<file path="config.mk">
export PLATFORM = sky130hd
export DESIGN_NAME = status_poll_responder
export DESIGN_NICKNAME = d
export VERILOG_FILES = /design/src/rtl/poll_resp_pkg.sv /design/src/rtl/bus_access_decode.sv /design/src/rtl/toggle_tracker.sv /design/src/rtl/status_lane.sv /design/src/rtl/status_poll_responder.sv
export SDC_FILE = /design/constraint.sdc
export NUM_CORES = 1
export LEC_CHECK = 0
export BUFFER_PORTS_ARGS = -buffer_cell sky130_fd_sc_hd__clkbuf_2
export CORE_MARGIN = 2
export CORE_UTILIZATION = 28
export CTS_BUF_LIST = sky130_fd_sc_hd__clkbuf_16
export CTS_CLUSTER_SIZE = 14
export DETAILED_ROUTE_END_ITERATION = 12
export PLACE_DENSITY = 0.73
export SLEW_MARGIN = 20
export SYNTH_ARGS = -nofsm -noshare
export SYNTH_HDL_FRONTEND = slang
export SYNTH_SLANG_ARGS = --single-unit
export TNS_END_PERCENT = 20
</file>
<file path="constraint.sdc">
create_clock -name clk -period 1.4 [get_ports clk]
set_input_delay 0.21 -clock clk [delete_from_list [all_inputs] [get_ports clk]]
set_output_delay 0.21 -clock clk [all_outputs]
set_load 0.005 [all_outputs]
</file>
<file path="src/rtl/poll_resp_pkg.sv">
package poll_resp_pkg;

    typedef enum logic [1:0] {
        ST_IDLE    = 2'd0,
        ST_ARMED   = 2'd1,
        ST_READING = 2'd2
    } poll_state_e;

endpackage

</file>
<file path="src/rtl/bus_access_decode.sv">
module bus_access_decode (
    input  logic cs_n_i,
    input  logic oe_n_i,
    input  logic we_n_i,
    output logic rd_active_o
);
    always_comb begin
        rd_active_o = (!cs_n_i) && (!oe_n_i) && we_n_i;
    end
endmodule

</file>
<file path="src/rtl/toggle_tracker.sv">
module toggle_tracker
    import poll_resp_pkg::*;
(
    input  logic clk,
    input  logic rst_n,
    input  logic busy_i,
    input  logic rd_active_i,
    output logic toggle_o
);
    poll_state_e state_q, state_d;
    logic        toggle_q, toggle_d;

    // state register
    always_ff @(posedge clk or negedge rst_n) begin
        if (!rst_n) begin
            state_q  <= ST_IDLE;
            toggle_q <= 1'b0;
        end else begin
            state_q  <= state_d;
            toggle_q <= toggle_d;
        end
    end

    // next state and toggle
    always_comb begin
        state_d  = state_q;
        toggle_d = toggle_q;
        unique case (state_q)
            ST_IDLE: begin
                toggle_d = 1'b0;
                if (busy_i) state_d = rd_active_i ? ST_READING : ST_ARMED;
            end
            ST_ARMED: begin
                if (!busy_i) begin
                    state_d  = ST_IDLE;
                    toggle_d = 1'b0;
                end else if (rd_active_i) begin
                    state_d = ST_READING;
                end
            end
            ST_READING: begin
                if (!busy_i) begin
                    state_d  = ST_IDLE;
                    toggle_d = 1'b0;
                end else if (!rd_active_i) begin
                    state_d  = ST_ARMED;
                    toggle_d = ~toggle_q;
                end
            end
            default: begin
                state_d  = ST_IDLE;
                toggle_d = 1'b0;
            end
        endcase
    end

    assign toggle_o = toggle_q;
endmodule

</file>
<file path="src/rtl/status_lane.sv">
module status_lane #(
    parameter int LANE_W     = 8,
    parameter int POLL_BIT   = 7,
    parameter int TOGGLE_BIT = 6
) (
    input  logic              busy_i,
    input  logic              toggle_i,
    input  logic [LANE_W-1:0] last_lane_i,
    input  logic [LANE_W-1:0] array_lane_i,
    output logic [LANE_W-1:0] lane_o
);
    logic [LANE_W-1:0] status_lane;

    always_comb begin
        status_lane             = last_lane_i;
        status_lane[POLL_BIT]   = ~last_lane_i[POLL_BIT];
        status_lane[TOGGLE_BIT] = toggle_i;
        lane_o = busy_i ? status_lane : array_lane_i;
    end
endmodule

</file>
<file path="src/rtl/status_poll_responder.sv">
module status_poll_responder #(
    parameter int DATA_W     = 16,
    parameter int LANE_W     = 8,
    parameter int POLL_BIT   = 7,
    parameter int TOGGLE_BIT = 6
) (
    input  logic              clk,
    input  logic              rst_n,
    input  logic              busy_i,
    input  logic [DATA_W-1:0] last_word_i,
    input  logic [DATA_W-1:0] array_data_i,
    input  logic              cs_n_i,
    input  logic              oe_n_i,
    input  logic              we_n_i,
    output logic [DATA_W-1:0] rd_data_o,
    output logic              rd_valid_o
);
    localparam int NUM_LANES = DATA_W / LANE_W;

    logic              rd_active;
    logic              toggle;
    logic [DATA_W-1:0] word;

    bus_access_decode u_decode (
        .cs_n_i      (cs_n_i),
        .oe_n_i      (oe_n_i),
        .we_n_i      (we_n_i),
        .rd_active_o (rd_active)
    );

    toggle_tracker u_toggle (
        .clk         (clk),
        .rst_n       (rst_n),
        .busy_i      (busy_i),
        .rd_active_i (rd_active),
        .toggle_o    (toggle)
    );

    for (genvar l = 0; l < NUM_LANES; l++) begin : g_lane
        status_lane #(
            .LANE_W     (LANE_W),
            .POLL_BIT   (POLL_BIT),
            .TOGGLE_BIT (TOGGLE_BIT)
        ) u_lane (
            .busy_i       (busy_i),
            .toggle_i     (toggle),
            .last_lane_i  (last_word_i[l*LANE_W +: LANE_W]),
            .array_lane_i (array_data_i[l*LANE_W +: LANE_W]),
            .lane_o       (word[l*LANE_W +: LANE_W])
        );
    end

    assign rd_valid_o = rd_active;
    assign rd_data_o  = rd_active ? word : '0;
endmodule

</file>
==> impl_metrics.env <==
export IMPL_drc=0
export IMPL_firstDrtPassIters=4
export IMPL_grt_start_max_net_pins=12
export IMPL_ios=55
export IMPL_fin_skew_ns=0.000149
export IMPL_grt_antenna_before_repair=0
export IMPL_p_leak_nw=0.466
export IMPL_area_growth_pct=99.0
export IMPL_cp_max_fo=7
export IMPL_grtUsageTotal_pct=15.8
export IMPL_setup_viol=0
export IMPL_drive_gt1_share_pct=57.4
export IMPL_die_area_um2=1680
export IMPL_yosysWarningCount=0
export IMPL_vias=567
export IMPL_io_buffers=52
export IMPL_final_setup_tns_ns=0
export IMPL_stdcell_area_um2=762
export IMPL_endpoint_kind="output port"
export IMPL_worstSetupPathType="input pin to output port"
export IMPL_die_w_um=41.0
export IMPL_postCtsSetupRepairBufs=0
export IMPL_netlist_area_um2=383
export IMPL_final_util_pct=59.3
export IMPL_total_power_w=0.000671
export IMPL_syn_area_per_cell_um2=7.66
export IMPL_finalHoldViolCount=0
export IMPL_dp_hpwl_um=1020
export IMPL_max_slew_worst_pin_slew_ns=0.261
export IMPL_vias_per_cell=4.61
export IMPL_start_util_pct=29.8
export IMPL_synth_distinct_cells=14
export IMPL_ys_ff_latch=3
export IMPL_overflow=0
export IMPL_layout_area_seq_um2=75.1
export IMPL_clock_fmax_mhz=759
export IMPL_htreeDepth=1
export IMPL_place_area_um2=667
export IMPL_ant_nets=0
export IMPL_status="complete, no violations"
export IMPL_critPathArrivalTime_ns=1.11
export IMPL_synth_edf_count=0
export IMPL_slew_violations=0
export IMPL_route_met3_wl_um=137
export IMPL_synth_net_count=88
export IMPL_fin_crit_sh_pct=94.1
export IMPL_die_y_um=41.0
export IMPL_hold_class="input pin to async pin"
export IMPL_synth_most_common_cell="nor2_1"
export IMPL_synth_area_leaders="mux2i_1, dfrtp_1, nor2_1, buf_6, a211oi_1"
export IMPL_powerDensity_nw_per_um2=881
export IMPL_placedCellCount=118
export IMPL_wl_met1_um=352
export IMPL_fillers=121
export IMPL_synthTopCellsByCount="nor2_1, mux2i_1, dfrtp_1, nand2_1"
export IMPL_highest_layer="met4"
export IMPL_synth_top_area_share_pct=31.4
export IMPL_synth_flop_cell="dfrtp_1"
export IMPL_grt_pass1_wl_um=1620
export IMPL_gp_congestion=0.755
export IMPL_slew_headroom_pct=82.5
export IMPL_clockBufferDepth=2
export IMPL_multi_input_area_um2=270
export IMPL_grt_pass1_vias=460
export IMPL_required_ns=1.19
export IMPL_dr_first_iter_drc_count=3
export IMPL_grt_setup_unrepaired="no"
export IMPL_synth_cells=50
export IMPL_vdd_ir_drop_max_v=0.000673
export IMPL_cp_startpoint="cs_n_i"
export IMPL_start_kind="input pin"
export IMPL_wl_um=1190
export IMPL_nNetsFinal=147
export IMPL_final_instance_count_excl_fill=123
export IMPL_ys_seq_area_share_pct=19.6
export IMPL_drt_wirelength_per_cell_um=9.65
export IMPL_clock_sinks=3
export IMPL_fin_crit_ns=1.32
export IMPL_met2WireLength_um=647
export IMPL_insertion_delay_ns=0.22
export IMPL_worst_setup_hold_path_clk_slew_ns=0.03
export IMPL_root_buffer="clkbuf_16"
export IMPL_synth_top_cell_by_area="mux2i_1"
export IMPL_r2r_start="u_toggle.toggle_o"
export IMPL_ys_async_sr_fraction_pct=100
export IMPL_rows=13
export IMPL_core_um2=1280
export IMPL_drv_cap=0
export IMPL_antenna_cells=0
export IMPL_cts_tree="done"
export IMPL_numCtsBuffers=3
## timing repair
item | 4_1_cts | 5_1_grt
setup endpoints to repair | 8 | 3
pin swaps | 0 | 1
resized for setup | 1 | 1
endpoints found under the hold margin | 3 | 0
gates cloned | 0 | 0
hold buffers | 1 | 0
## final cells by class
cell class,count,area share [%]
clock buffer,3,9.85
clock inverter,1,0.493
inverter,2,0.985
multi-input combinational,41,35.5
sequential,3,9.85
tap,15,2.46
timing repair buffer,58,40.9
## metrics by stage
step	worst slack [ns]	hold WS (ns)
CTS	0.0622	0.319
finish	0.0826	0.321
detailed placement	-0.0228	0.0101
global route	0.00514	0.340
global placement	-0.00856	0.00657
floorplan	0.200	-0.0856
## metal layers
metal / vias up / GRT usage [%]
met5: - / 0
met4: 0 / 20.0
met3: 4 / 1.63
met1: 240 / 12.7
li1: 285 / -
met2: 38 / 29.3
## kinds of logic after synthesis
| logic type | synth area share [%] |
|---|---|
| simple gates | 25.8 |
| buf+inv | 10.5 |
| mux | 31.4 |
| flops | 19.6 |
| compound gates | 12.7 |
## path summary, 6_finish.rpt
check	endpoint	slack, ns	cells after the start
max	rd_data_o[10]	0.08	5
min	u_toggle.state_q[0]	0.32	2
max reg2reg	u_toggle.toggle_o	0.57	2
min reg2reg	u_toggle.toggle_o	0.54	1
max in group asynchronous	u_toggle.toggle_o	0.97	2
min in group clk	u_toggle.state_q[0]	0.42	4
## power by group
group,switching [W],total [W],leakage (nW),internal [W]
registers,0.00000194,0.0000925,0.0397,0.0000905
logic,0.0000542,0.000133,0.384,0.0000789
clock network,0.0000777,0.000446,0.0423,0.000368
total,0.000134,0.000671,0.466,0.000538
## sequential cells by signal, indices dropped and copies added, names as in the netlist
name / flops
u_toggle.toggle_o: 1
u_toggle.state_q: 2
## critical path: stages
cell and delay (ns):
clkbuf_2 0.08, or3b_4 0.43, buf_4 0.17, nor2_1 0.10, clkbuf_2 0.12
## cell usage in the layout (no fill, tap or decap)
| cell | n |
|---|---|
| clkbuf_2 | 52 |
| nor2_1 | 16 |
| nand2b_1 | 2 |
| a211oi_1 | 2 |
| buf_4 | 4 |
| inv_1 | 3 |
| clkbuf_16 | 3 |
| dfrtp_1 | 3 |
| o2111ai_2 | 1 |
| and2_1 | 1 |
| mux2i_1 | 12 |
| o32ai_1 | 1 |
| a21oi_1 | 2 |
| dlygate4sd3_1 | 1 |
| nand2_1 | 3 |
| buf_6 | 1 |
| or3b_4 | 1 |
(Power assumes the default switching activity.)
